[src/rtl/lazy_l1_ctrl.sv]
module lazy_l1_ctrl #(
  parameter int ADDR_W    = 8,
  parameter int DATA_W    = 32,
  parameter int IDX_W     = 2,
  parameter int TS_W      = 8,
  parameter int HIT_LIMIT = 3
) (
  input  logic              clk,
  input  logic              rst,
  input  logic              core_valid,
  output logic              core_ready,
  input  logic              core_we,
  input  logic [ADDR_W-1:0] core_addr,
  input  logic [DATA_W-1:0] core_wdata,
  output logic              rsp_valid,
  output logic [DATA_W-1:0] rsp_rdata,
  output logic              mem_req_valid,
  input  logic              mem_req_ready,
  output logic              mem_req_we,
  output logic [ADDR_W-1:0] mem_req_addr,
  output logic [DATA_W-1:0] mem_req_wdata,
  input  logic              mem_rsp_valid,
  input  logic [DATA_W-1:0] mem_rsp_data,
  input  logic              mem_rsp_excl,
  input  logic [TS_W-1:0]   mem_rsp_ts
);
  localparam int LINES = 1 << IDX_W;
  localparam int TAG_W = ADDR_W - IDX_W;
  localparam int CNT_W = $clog2(HIT_LIMIT + 1);
  localparam logic [1:0] L_INV = 2'd0;
  localparam logic [1:0] L_SHR = 2'd1;
  localparam logic [1:0] L_PRV = 2'd2;

  typedef enum logic [1:0] {F_IDLE, F_REQ, F_WAIT} fsm_t;
  fsm_t st;

  logic [1:0]        lst  [LINES];
  logic [TAG_W-1:0]  ltag [LINES];
  logic [DATA_W-1:0] ldat [LINES];
  logic [CNT_W-1:0]  lcnt [LINES];

  logic [ADDR_W-1:0] p_addr;
  logic              p_we;
  logic [DATA_W-1:0] p_wdata;
  logic [TS_W-1:0]   last_ts_q;

  logic [IDX_W-1:0] c_idx, f_idx;
  logic [TAG_W-1:0] c_tag;
  logic tag_eq, fresh, rd_hit, accept, skip_inv;

  assign c_idx    = core_addr[IDX_W-1:0];
  assign c_tag    = core_addr[ADDR_W-1:IDX_W];
  assign f_idx    = p_addr[IDX_W-1:0];
  assign tag_eq   = (lst[c_idx] != L_INV) && (ltag[c_idx] == c_tag);
  assign fresh    = (lst[c_idx] == L_PRV) || (lcnt[c_idx] < CNT_W'(HIT_LIMIT));
  assign rd_hit   = tag_eq && fresh;
  assign accept   = core_valid && core_ready;
  assign skip_inv = (mem_rsp_ts <= last_ts_q);

  assign core_ready    = (st == F_IDLE);
  assign mem_req_valid = (st == F_REQ);
  assign mem_req_we    = p_we;
  assign mem_req_addr  = p_addr;
  assign mem_req_wdata = p_wdata;

  always_ff @(posedge clk) begin
    if (rst) begin
      st        <= F_IDLE;
      rsp_valid <= 1'b0;
      rsp_rdata <= '0;
      p_addr    <= '0;
      p_we      <= 1'b0;
      p_wdata   <= '0;
      last_ts_q <= '0;
      for (int i = 0; i < LINES; i++) begin
        lst[i]  <= L_INV;
        ltag[i] <= '0;
        ldat[i] <= '0;
        lcnt[i] <= '0;
      end
    end else begin
      rsp_valid <= 1'b0;
      case (st)
        F_IDLE: if (accept) begin
          if (core_we) begin
            p_addr  <= core_addr;
            p_we    <= 1'b1;
            p_wdata <= core_wdata;
            st      <= F_REQ;
            if (tag_eq) ldat[c_idx] <= core_wdata;
          end else if (rd_hit) begin
            rsp_valid <= 1'b1;
            rsp_rdata <= ldat[c_idx];
            if (lst[c_idx] == L_SHR && lcnt[c_idx] < CNT_W'(HIT_LIMIT))
              lcnt[c_idx] <= lcnt[c_idx] + CNT_W'(1);
          end else begin
            p_addr <= core_addr;
            p_we   <= 1'b0;
            st     <= F_REQ;
          end
        end
        F_REQ: if (mem_req_ready) st <= F_WAIT;
        F_WAIT: if (mem_rsp_valid) begin
          st <= F_IDLE;
          if (!p_we) begin
            if (!skip_inv) begin
              for (int i = 0; i < LINES; i++)
                if (lst[i] == L_SHR) lst[i] <= L_INV;
              last_ts_q <= mem_rsp_ts;
            end
            lst[f_idx]  <= mem_rsp_excl ? L_PRV : L_SHR;
            ltag[f_idx] <= p_addr[ADDR_W-1:IDX_W];
            ldat[f_idx] <= mem_rsp_data;
            lcnt[f_idx] <= '0;
            rsp_valid   <= 1'b1;
            rsp_rdata   <= mem_rsp_data;
          end
        end
        default: st <= F_IDLE;
      endcase
    end
  end
endmodule

[config.mk]
export PLATFORM = sky130hd
export DESIGN_NAME = lazy_l1_ctrl
export DESIGN_NICKNAME = d
export VERILOG_FILES = /design/src/rtl/lazy_l1_ctrl.sv
export SDC_FILE = /design/constraint.sdc
export NUM_CORES = 1
export LEC_CHECK = 0
export ABC_AREA = 0
export ABC_CLOCK_PERIOD_IN_PS = 5200
export BUFFER_PORTS_ARGS = -buffer_cell sky130_fd_sc_hd__clkbuf_2
export CAP_MARGIN = 30
export CELL_PAD_IN_SITES_DETAIL_PLACEMENT = 0
export CELL_PAD_IN_SITES_GLOBAL_PLACEMENT = 1
export CORE_UTILIZATION = 40
export DETAILED_ROUTE_END_ITERATION = 8
export GPL_ROUTABILITY_DRIVEN = 0
export GPL_TIMING_DRIVEN = 0
export PLACE_DENSITY_LB_ADDON = 0.2
export SKIP_LAST_GASP = 1
export SLEW_MARGIN = 30
export SYNTH_ARGS = -nofsm -noshare
export SYNTH_HDL_FRONTEND = slang
export SYNTH_SLANG_ARGS = --single-unit
export TNS_END_PERCENT = 5
[constraint.sdc]
create_clock -name clk -period 5.2 [get_ports clk]
set_input_delay 0.78 -clock clk [delete_from_list [all_inputs] [get_ports clk]]
set_output_delay 0.78 -clock clk [all_outputs]
set_load 0.02 [all_outputs]
Word level (Yosys, flattened, before mapping):

Memories as Yosys holds them, arrays and structs flattened.
Index checks and enable logic that the tools add are counted.

* output and inout port bits: 76
* RAM bits: 168
* input bits: 87
* register bits: 84
* logic and storage cells: 143
* memories kept: 4

Memory list
* ldat: depth 4, width 32, rd ports 1, clocked after Yosys merged registers in 0, wr ports 4, RTL line 39 `logic [DATA_W-1:0] ldat [LINES];`
* ltag: depth 4, width 6, rd ports 1, clocked after Yosys merged registers in 0, wr ports 4, RTL line 38 `logic [TAG_W-1:0] ltag [LINES];`
* lcnt: depth 4, width 2, rd ports 1, clocked after Yosys merged registers in 0, wr ports 4, RTL line 40 `logic [CNT_W-1:0] lcnt [LINES];`
* lst: depth 4, width 2, rd ports 5, clocked after Yosys merged registers in 0, wr ports 5, RTL line 37 `logic [1:0] lst [LINES];`

* reductions and logical operators: 18
* add/sub/neg operators: 1
* multiplexer cells: 88
* bitwise gates (word level): 6
* equal/unequal tests: 17
* order comparisons: 2

Operators by type and width (number)
* two-way mux 32 bit: 7
* case mux 32 bit (2 select lines): 1
* OR reduction 32 bit: 2
* two-way mux 1 bit: 58
* two-way mux 2 bit: 17
* two-way mux 8 bit: 2
* == test 2 x 1 -> 1 bit (second input constant): 6
* <= comparator 8 bit: 1
* != test 2 bit (second input constant): 4
* AND reduction 4 bit: 2
* == test 6 bit: 1
* two-way mux 6 bit: 1
* != test 2 x 1 -> 1 bit (second input constant): 3
* case mux 2 bit (3 select lines): 1
* AND reduction 3 bit: 2
* AND reduction 6 bit: 1
* OR reduction 6 bit: 1
* == test 2 bit (second input constant): 2
* logical AND 1 bit: 4
* OR 1 bit: 4
* nonzero test 2 bit: 2
* OR reduction 2 bit: 2
* != test 3 bit (second input constant): 1
* adder 2 x 1 -> 2 bit (second input constant): 1
* other kinds (5): 6

Longest topological paths before layout:

Gate-level depths: netlist of run 1.
An unclocked memory read counts as a cell.

* depth in word-level cells: 13
* depth in mapped cells: 13
* mapped depth without buffers: 9

Worst setup path before layout of run 1:

OpenSTA, ideal clock, no wires.

* path kind: input to register
* start: input port core_addr[0]
* end: memory ldat[3][0] (enable)
* library setup time: 421 ps
* cell stages on the path: 8
* path slack: 1241 ps
* required time: 4779 ps
* buffers on the path: 1
* arrival: 3538 ps
* cells stage by stage: buf_6 -> mux4_2 -> xor2_1 -> nor3_4 -> nand3_1 -> o21ai_0 -> nand2_1 -> nor2_1

RTL lines
* start, declared: RTL line 13 `input logic [ADDR_W-1:0] core_addr,`
* end, declared: RTL line 39

==> results.txt, run 1 <==
First-pass GRT wire length: 46.2 mm
Vias in the first global route: 7886
Hold WS: 0.456 ns
CTS Buffer Depth: 3
Initial antenna violation count: 0
#FFs+latches synth: 252
Clock share of power: 43.4%
TritonCTS clock tree: done
DR WL/cell: 20.2 um
TritonRoute pass-1 iters: 6
Chip height: 169 um
Worst setup SP type: input port
Synthesis warning total: 0
Initial Utilization: 41.1%
Share of layout cells above drive strength 1: 26.2%
Final hold vios: 0
Chip Width: 169 um
Top cells by count, synth: edfxtp_1, nor2_1, dfxtp_1
Post_cts resized: 0
Root Buffer: clkbuf_16
# setup viols final: 0
Placeable Area: 27300 um^2
Reg power frac: 47.8%
Antenna-violating nets left: 0
Arr. time, crit path: 4.19 ns
Mean post-synth cell area: 12.2 um^2
FILL cells: 2480
Yosys cell types: 43
Max-Cap Viols: 0
IO Count: 163
DRC: 0
Final Skew: 0.0205 ns
Crit. End Element: flop
Worst-path maximum fanout: 10
WS Path Type: in -> reg
Initial DRC count: 660
FFs w/ async S/R, synth: 0%
Fin nets: 1213
DRT Wirelength: 30.6 mm
Area growth from synthesis to final layout: 20.9%
Routed vias: 7916
Worst path required time: 5.43 ns
Number of flops mapped to enable cells by yosys: 168
Ranking of synthesized cells by area: edfxtp_1, dfxtp_1, mux4_2
Gr usage total: 21.5%
Most common cell in the netlist: edfxtp_1
Final worst slack: 1.24 ns
Internal power: 3570 uW
R2R setup slack: 1.61 ns
Num CTS Buffers: 29
Status: finished clean
Leakage: 0.00551 uW
DR vias/cell: 5.24
Clk_lat worst skew: 0.56 ns
Worst VDD drop: 0.000247 V
Pwr per Cell Area: 346 nW/um^2
Final count of pins violating max slew: 0
Final period util: 76.1%
PortBufs: 160
Slew HR: 37.6%
Largest net degree at the start of global routing: 21
Place WS: 0.691 ns
Setup Buffers After CTS: 0
Fmax achieved: 253 MHz
RSZ-0062 raised after global routing: no
Sequential share of the synthesized area: 60.0%
Multi-input gate area: 3990 um^2
# hold bufs at CTS: 0
Fin crit period: 3.96 ns
Logic pwr share: 8.8%
Post-DP HPWL: 21.6 mm
Syn Nets: 1018
Slew @ Worst Pin: 0.936 ns
Grt total ovfl: 0
Net switching power: 1110 uW
H-tree Lvls: 1
Post-Route Utilization: 49.8%
Post-Route Setup TNS: 0 ns
Min-delay worst type: reg -> reg
Post-synth top area share: 45.0%
Ant diodes: 0
CTS Sinks: 252
Row count: 60
CTS clk-pin slew, worst paths: 0.06 ns
Synth Instances: 922
Post-synth top flop: edfxtp_1
Die area: 28700 um^2
Mapped Area: 11200 um^2
Reg area: 6730 um^2
Largest area contributor in the netlist: edfxtp_1
Sw Ratio: 23.8%
==> sequential cells by signal (all words and copies together), names as in the netlist, 2 cells and up <==
signal         flops
ltag              24
mem_req_wdata     32
last_ts_q          8
ldat             128
mem_req_addr       8
rsp_rdata         32
lcnt               8
st                 2
lst                8
==> worst max-delay path, stage by stage <==
cell,delay [ns]
buf_4,0.16
buf_6,0.19
clkbuf_1,0.55
buf_1,0.62
mux4_2,0.42
ha_1,0.21
nand4bb_1,0.22
or2_2,0.34
o21ai_0,0.33
inv_1,0.08
o21bai_1,0.26
==> path summary, 6_finish.rpt <==
kind,start,end,depth (start not counted)
worst max register to register,st[0],ldat[0][26],10
worst min-delay path,mem_req_wdata[6],mem_req_wdata[6],2
worst min register to register,mem_req_wdata[6],mem_req_wdata[6],2
worst max-delay path,core_addr[1],lcnt[0][1],11
==> logic make-up after synthesis <==
family	Yosys count	synth area share, %
buf+inv	115	4.59
simple gates	314	12.5
mux	95	12.7
flops	252	60.0
fa+ha+maj	9	1.00
compound gates	127	8.44
xor+xnor	10	0.781
==> metal layers <==
layer / wire length (um) / vias up / GRT usage, %
met3: 1900 / 49 / 3.33
met1: 13300 / 3887 / 29.1
met5: 0 / - / 0
li1: - / 3719 / -
met2: 14700 / 261 / 35.9
met4: 713 / 0 / 5.76
==> layout by cell type (no fill, tap or decap), types with 21 or more instances in the layout <==
cell / n
edfxtp_1: 168
clkbuf_2: 161
nor2_1: 153
dfxtp_1: 84
nand2_1: 76
mux2i_1: 57
inv_1: 48
clkbuf_1: 44
a21oi_1: 40
mux4_2: 38
a32oi_1: 32
clkbuf_16: 29
nand2b_1: 22
a211oi_1: 21
==> power by group through the flow <==
stage / logic [uW] / registers, uW / clock network (uW)
3_3_place_gp: 406 / 2280 / 0
4_1_cts: 420 / 2240 / 2070
2_1_floorplan: 220 / 2300 / 0
3_5_place_dp: 419 / 2280 / 0
5_1_grt: 449 / 2250 / 2140
6_report: 414 / 2240 / 2030
==> layout make-up <==
cell class / instances / share of cell area, %
repair buffers: 164 / 6.72
plain buffers: 67 / 2.46
inverters: 48 / 1.33
flip-flops and latches: 252 / 49.6
clock inverters: 16 / 1.28
well taps: 372 / 3.43
clock buffers: 38 / 5.75
multi-input cells: 555 / 29.4
==> per-stage QoR <==
| stage | power [uW] | cell area, um^2 | instances |
|---|---|---|---|
| 4_1_cts | 4730 | 13600 | 1512 |
| 6_report | 4690 | 13600 | 1512 |
| 3_5_place_dp | 2700 | 12600 | 1458 |
| 2_1_floorplan | 2520 | 11200 | 922 |
| 5_1_grt | 4840 | 13600 | 1512 |
| 3_3_place_gp | 2690 | 12500 | 1454 |
(Power assumes the default switching activity.)
==> run 2: changes to the inputs <==
--- a/config.mk
+++ b/config.mk
@@ -6,7 +6,7 @@
 export NUM_CORES = 1
 export LEC_CHECK = 0
 export ABC_AREA = 0
-export ABC_CLOCK_PERIOD_IN_PS = 5200
+export ABC_CLOCK_PERIOD_IN_PS = 3300
 export BUFFER_PORTS_ARGS = -buffer_cell sky130_fd_sc_hd__clkbuf_2
 export CAP_MARGIN = 30
 export CELL_PAD_IN_SITES_DETAIL_PLACEMENT = 0
==> constraint.sdc (replaced) <==
create_clock -name clk -period 3.3 [get_ports clk]
set_input_delay 0.495 -clock clk [delete_from_list [all_inputs] [get_ports clk]]
set_output_delay 0.495 -clock clk [all_outputs]
set_load 0.02 [all_outputs]
==> run 2 against run 1 <==
  * Global-route usage rose by 0.070 points
  * Die area did not move
  * Critical path type is now reg -> reg
  * Sequential share of layout area barely moved
  * Sequential cell count did not move
  * Critical path depth fell by 2
  * Final cell count fell by 0.13%
  * Clock skew fell by 0.0066 ns
  * Largest cell class unchanged
  * Routed wire length fell by 0.36%
  * Total power rose by 55%
  * Hold slack got worse by 0.26 ns
  * First-iteration DRC count rose by 3.2%
==> results.txt, run 2 (synthesized netlist as in run 1, its figures left out) <==
Status: finished clean
DRC: 0 (unchanged)
Routed vias: 7937 (+0.27%)
Reg power frac: 48.6% (+0.8 points)
Worst setup SP type: flop
Ant diodes: 0 (unchanged)
CTS Buffer Depth: 3 (unchanged)
Bufs and invs on worst path: 2 (-3)
Row count: 60 (unchanged)
Worst path required time: 3.55 ns (-1.88 ns)
Gr usage total: 21.6% (+0.070 points)
Initial Utilization: 41.1% (unchanged)
# hold bufs at CTS: 0 (unchanged)
CTS clk-pin slew, worst paths: 0.06 ns (about the same)
Initial DRC count: 681 (+3.2%)
RSZ-0062 raised after global routing: yes
Most frequent cells in the layout: edfxtp_1, clkbuf_2, nor2_1
Family with the most delay on the worst path: simple AND/OR/NAND/NOR gates
Crit. End Element: flop
Sw Ratio: 23.4% (-0.31 points)
Placeable Area: 27300 um^2 (unchanged)
# setup viols final: 0 (unchanged)
Worst VDD drop: 0.000338 V (+37%)
First-pass GRT wire length: 46.6 mm (+0.79%)
WS Path Type: reg -> reg
Root Buffer: clkbuf_16
Clk_lat worst skew: 0.54 ns (-0.02 ns)
Share of layout cells above drive strength 1: 26.4% (+0.22 points)
Max FFs per register: 128 (unchanged)
Fin nets: 1212 (-0.082%)
Arr. time, crit path: 3.40 ns (-0.79 ns)
Setup Buffers After CTS: 0 (unchanged)
Chip height: 169 um (unchanged)
Final worst slack: 0.152 ns (-1.09 ns)
Post-DP HPWL: 21.5 mm (-0.81%)
Fin crit period: 3.15 ns
Area growth from synthesis to final layout: 21.0% (about the same)
Max-Cap Viols: 0 (unchanged)
Commonest non-fill, non-tap cell in the layout: edfxtp_1
Final count of pins violating max slew: 0 (unchanged)
PortBufs: 160 (unchanged)
TritonCTS clock tree: done
Hold WS: 0.195 ns (-0.261 ns)
Antenna-violating nets left: 0 (unchanged)
Chip Width: 169 um (unchanged)
H-tree Lvls: 1 (unchanged)
Net switching power: 1700 uW (+53%)
Final period util: 95.4%
Final hold vios: 0 (unchanged)
DRT Wirelength: 30.4 mm (-0.36%)
Initial antenna violation count: 0 (unchanged)
Critical-path cell list: nand2b_2, nor3b_4, nor2b_2, nand2b_1, clkbuf_1, o21ai_0, nand2_1, nand2b_4, buf_16
Slew HR: 36.2% (-1.3 points)
Die area: 28700 um^2 (unchanged)
Grt total ovfl: 0 (unchanged)
DR WL/cell: 20.2 um (-0.23%)
Clock share of power: 42.2% (-1.2 points)
TritonRoute pass-1 iters: 5 (-1)
Final Skew: 0.0139 ns (-0.00661 ns)
Place WS: -0.944 ns (-1.64 ns)
Largest net degree at the start of global routing: 19 (-9.5%)
Post-Route Utilization: 49.8% (about the same)
Slew @ Worst Pin: 0.956 ns (+0.0202 ns)
CP peak stage delay: 0.41 ns (-0.21 ns)
Logic pwr share: 9.1% (+0.3 points)
Num CTS Buffers: 28 (-3.4%)
Worst-path maximum fanout: 17 (+7)
Vias in the first global route: 7961 (+0.95%)
DR vias/cell: 5.26 (+0.40%)
CTS Sinks: 252 (unchanged)
IO Count: 163 (unchanged)
Min-delay worst type: in -> reg
Internal power: 5560 uW (+55%)
Reg with most FFs: ldat
Fmax achieved: 318 MHz
Leakage: 0.00553 uW (+0.24%)
Pwr per Cell Area: 535 nW/um^2 (+55%)
CP max-delay cell: nor3b_4
[run 2: cell types whose count changed in the layout (fill, tap and decap cells not counted), sizes merged]
cell      previous run  this run
buf                 33        34
clkinv              10         4
bufinv               3         1
inv                 49        48
clkbuf             236       244
clkinvlp             2         0
[run 2: worst reg2reg max path, cell delays in order, from the launching register on]
cell,delay (ns)
dfxtp_1,0.35
nand2b_2,0.36
nor3b_4,0.41
nor2b_2,0.39
nand2b_1,0.09
clkbuf_1,0.24
o21ai_0,0.19
nand2_1,0.27
nand2b_4,0.36
buf_16,0.21
[run 2: power groups by stage]
stage | sequential, uW | combinational, uW | clock [uW]
detailed placement | 3600 | 661 | 0
finish | 3530 | 661 | 3070
global route | 3540 | 716 | 3250
CTS | 3530 | 666 | 3120
global placement | 3600 | 637 | 0
floorplan | 3630 | 347 | 0
[run 2: path summary, 6_finish.rpt]
path,start,end,slack (ns),cells past startpoint
worst max-delay path,st[0],ldat[0][16],0.15,9
worst max register to register,st[0],ldat[0][16],0.15,9
worst min register to register,mem_req_wdata[3],mem_req_wdata[3],0.45,2
worst min-delay path,core_wdata[1],mem_req_wdata[1],0.20,3
[run 2: area by class of cell]
cell class,count,area [um^2]
Buffer,66,334
Inverter,48,180
Multi-Input combinational cell,555,4030
Clock inverter,5,48.8
Tap cell,372,465
Clock buffer,47,853
Timing Repair Buffer,165,926
Fill cell,2510,13700
Sequential cell,252,6730
[run 2: per-stage QoR]
stage / cells / area, um^2 / TNS (ns) / power (uW)
floorplan: 922 / 11200 / -0.00276 / 3970
global placement: 1454 / 12500 / -233.17 / 4240
detailed placement: 1459 / 12600 / -111.61 / 4260
CTS: 1511 / 13500 / -1.56 / 7320
global route: 1510 / 13600 / -0.781 / 7510
finish: 1510 / 13600 / 0 / 7260
[run 2: layer usage]
| metal | track usage [%] | vias to the layer above | part of all wire, % |
|---|---|---|---|
| met2 | 36.6 | 246 | 49 |
| li1 | - | 3724 | - |
| met1 | 28.8 | 3937 | 44 |
| met5 | 0 | - | 0 |
| met4 | 4.11 | 0 | 1.2 |
| met3 | 4.17 | 30 | 6.2 |
[run 2: repair_timing]
item / CTS / global route
resized for setup: 6 / 7
pin swaps: 0 / 0
endpoints found under the setup margin: 182 / 182
==> run 3: changes to the inputs <==
--- a/config.mk
+++ b/config.mk
@@ -6,12 +6,12 @@
 export NUM_CORES = 1
 export LEC_CHECK = 0
 export ABC_AREA = 0
-export ABC_CLOCK_PERIOD_IN_PS = 3300
+export ABC_CLOCK_PERIOD_IN_PS = 2900
 export BUFFER_PORTS_ARGS = -buffer_cell sky130_fd_sc_hd__clkbuf_2
 export CAP_MARGIN = 30
 export CELL_PAD_IN_SITES_DETAIL_PLACEMENT = 0
 export CELL_PAD_IN_SITES_GLOBAL_PLACEMENT = 1
-export CORE_UTILIZATION = 40
+export CORE_UTILIZATION = 46
 export DETAILED_ROUTE_END_ITERATION = 8
 export GPL_ROUTABILITY_DRIVEN = 0
 export GPL_TIMING_DRIVEN = 0
==> constraint.sdc (replaced) <==
create_clock -name clk -period 2.9 [get_ports clk]
set_input_delay 0.435 -clock clk [delete_from_list [all_inputs] [get_ports clk]]
set_output_delay 0.435 -clock clk [all_outputs]
set_load 0.02 [all_outputs]
==> run 3 against run 2 <==
  * Sequential cell count stayed put
  * Sequential share of layout area is 0.55 points lower
  * Routed wire length is 0.18% higher
  * Register-to-register slack worse by 0.13 ns
  * Critical endpoint is now ldat[2][29]
  * Largest power group unchanged
  * Die area is 13% lower
==> results.txt, run 3 (synthesized netlist as in run 1, its figures left out) <==
Logic pwr share: 9.4% (+0.3 points)
Reg area: 6730 um^2 (unchanged)
Pwr Total: 8340 uW (+15%)
Chip Width: 158 um (-6.7%)
Bufs and invs on worst path: 2 (unchanged)
Reg power frac: 48.2% (-0.4 points)
Max FFs per register: 128 (unchanged)
Area growth from synthesis to final layout: 22.3%
CP max-delay cell: mux4_2
Chip height: 158 um (-6.7%)
Reg2reg end: ldat[2][29]
TritonCTS clock tree: done
Worst VDD drop: 0.000326 V (-3.8%)
# placed instances: 1404 (-3.8%)
Final period util: 99.2% (+3.8 points)
Fin crit period: 2.88 ns (-0.272 ns)
Net switching power: 1940 uW (+14%)
DRT Wirelength: 30.5 mm (+0.18%)
Internal power: 6400 uW (+15%)
First-pass GRT wire length: 46.0 mm (-1.3%)
Pwr per Cell Area: 608 nW/um^2 (+14%)
RSZ-0062 raised after global routing: yes
Critical path depth: 9 (unchanged)
CTS clk-pin slew, worst paths: 0.06 ns (about the same)
Fin cells: 1470 (-2.6%)
Clk_lat worst skew: 0.55 ns (about the same)
DR WL/cell: 20.7 um (+2.9%)
CTS Sinks: 252 (unchanged)
Status: finished clean
Row count: 56 (-6.7%)
TritonRoute pass-1 iters: 5 (unchanged)
Worst path required time: 3.13 ns (-0.42 ns)
# hold bufs at CTS: 0 (unchanged)
Initial Utilization: 47.3% (+6.2 points)
Routed vias: 8103 (+2.1%)
Gr usage total: 24.9% (+3.3 points)
DR vias/cell: 5.51 (+4.9%)
# setup viols final: 0 (unchanged)
DRC: 0 (unchanged)
R2R setup slack: 0.02 ns (-0.13 ns)
Final count of pins violating max slew: 0 (unchanged)
Crit. End Element: flop
Commonest non-fill, non-tap cell in the layout: edfxtp_1
Share of layout cells above drive strength 1: 28.1% (+1.7 points)
Antenna-violating nets left: 0 (unchanged)
CTS Buffer Depth: 3 (unchanged)
Vias in the first global route: 8060 (+1.2%)
Min-delay worst type: in -> reg
Initial DRC count: 595 (-13%)
Slew @ Worst Pin: 0.928 ns (-0.0289 ns)
Clock share of power: 42.4% (+0.2 points)
Worst setup path end: ldat[2][29]
Final Skew: 0.0263 ns (+0.0124 ns)
Root Buffer: clkbuf_16
Reg with most FFs: ldat
Multi-input gate area: 4080 um^2 (+1.2%)
Num CTS Buffers: 27 (-3.6%)
Initial antenna violation count: 0 (unchanged)
Worst-path maximum fanout: 12 (-5)
H-tree Lvls: 1 (unchanged)
CP peak stage delay: 0.49 ns (+0.08 ns)
Critical-path cell list: mux4_2, xor2_1, nor3_4, nand4b_1, o21ai_4, buf_4, nand3_2, nand2b_4, buf_12
Family with the most delay on the worst path: simple AND/OR/NAND/NOR gates
Slew HR: 38.2% (+1.9 points)
R2R cell count: 9 (unchanged)
Fin nets: 1226 (+1.2%)
Post-Route Setup TNS: 0 ns (unchanged)
Critical path origin: ltag[3][5]
Arr. time, crit path: 3.11 ns (-0.29 ns)
Max-Cap Viols: 0 (unchanged)
PortBufs: 160 (unchanged)
Die area: 25000 um^2 (-13%)
Leakage: 0.00564 uW (+2.1%)
Final hold vios: 0 (unchanged)
Largest net degree at the start of global routing: 20 (+1)
Sw Ratio: 23.3% (-0.18 points)
FILL cells: 2114 (-16%)
IO Count: 163 (unchanged)
Grt total ovfl: 0 (unchanged)
Worst r2r src: ltag[3][5]
Most frequent cells in the layout: edfxtp_1, clkbuf_2, nor2_1
Post-DP HPWL: 21.1 mm (-1.8%)
Fmax achieved: 348 MHz (+9.5%)
Placeable Area: 23700 um^2 (-13%)
WS Path Type: reg -> reg
Worst setup SP type: flop
Ant diodes: 0 (unchanged)
==> run 3: changes by cell type in the layout (fill, tap and decap cells not counted), moves of 2 or more <==
cell       previous run  this run
bufinv_16             1         3
clkbuf_1             46        38
clkinv_1              1         4
buf_1                 5         3
buf_4                 6        19
nor4_2                2         0
buf_12                0         5
clkbuf_8              6         4
==> run 3: worst min-delay path by stage <==
| stage | startpoint | end | slack, ns | depth (start not counted) |
|---|---|---|---|---|
| final | core_wdata[16] | mem_req_wdata[16] | 0.13 | 3 |
| after detailed placement | mem_req_wdata[19] | mem_req_wdata[19] | 0.45 | 2 |
| after CTS | core_wdata[16] | mem_req_wdata[16] | 0.11 | 3 |
| after global placement | mem_req_wdata[4] | mem_req_wdata[4] | 0.44 | 2 |
| after floorplan | last_ts_q[1] | last_ts_q[1] | 0.45 | 2 |
| after global routing | core_wdata[2] | mem_req_wdata[2] | 0.13 | 3 |
==> run 3: tightest hold or removal path, cell delays in order <==
cell,delay (ns)
clkbuf_2,0.09
nand2_1,0.05
a21oi_1,0.05
==> run 3: layout make-up <==
cell class / instances / share of cell area (%)
clock buffer: 38 / 5.67
inverter: 48 / 1.31
tap: 319 / 2.91
timing repair buffer: 179 / 7.77
sequential: 252 / 49.0
buffer: 66 / 2.57
clock inverter: 12 / 0.976
multi-input combinational: 556 / 29.8
==> run 3: repair_timing <==
action	4_1_cts	5_1_grt
buffers inserted	6	10
pin swaps	1	3
gates resized for setup	18	12
gates cloned	1	0
setup endpoints to repair	324	255
==> run 3: power groups by stage <==
stage / combinational (uW) / sequential, uW / clock [uW]
floorplan: 395 / 4130 / 0
finish: 781 / 4020 / 3540
global placement: 717 / 4090 / 0
global route: 839 / 4030 / 3720
detailed placement: 739 / 4100 / 0
CTS: 767 / 4020 / 3590
==> run 3: layer usage <==
layer	part of all wire (%)	GRT usage (%)	up-vias
li1	-	-	3743
met2	50	42.4	316
met5	0	0	-
met4	2.3	7.33	0
met1	41	33.0	4000
met3	6.6	3.23	44
==> run 3: through the flow <==
| stage | hold slack (ns) | area (um^2) | util, % | setup WS [ns] |
|---|---|---|---|---|
| after floorplan | 0.449 | 11200 | - | -0.234 |
| after global placement | 0.442 | 12400 | 52.4 | -1.60 |
| after detailed placement | 0.448 | 12500 | 52.8 | -1.06 |
| after CTS | 0.111 | 13600 | 57.3 | -0.123 |
| after global routing | 0.135 | 13700 | 57.9 | -0.0385 |
| final | 0.126 | 13700 | 57.9 | 0.0242 |
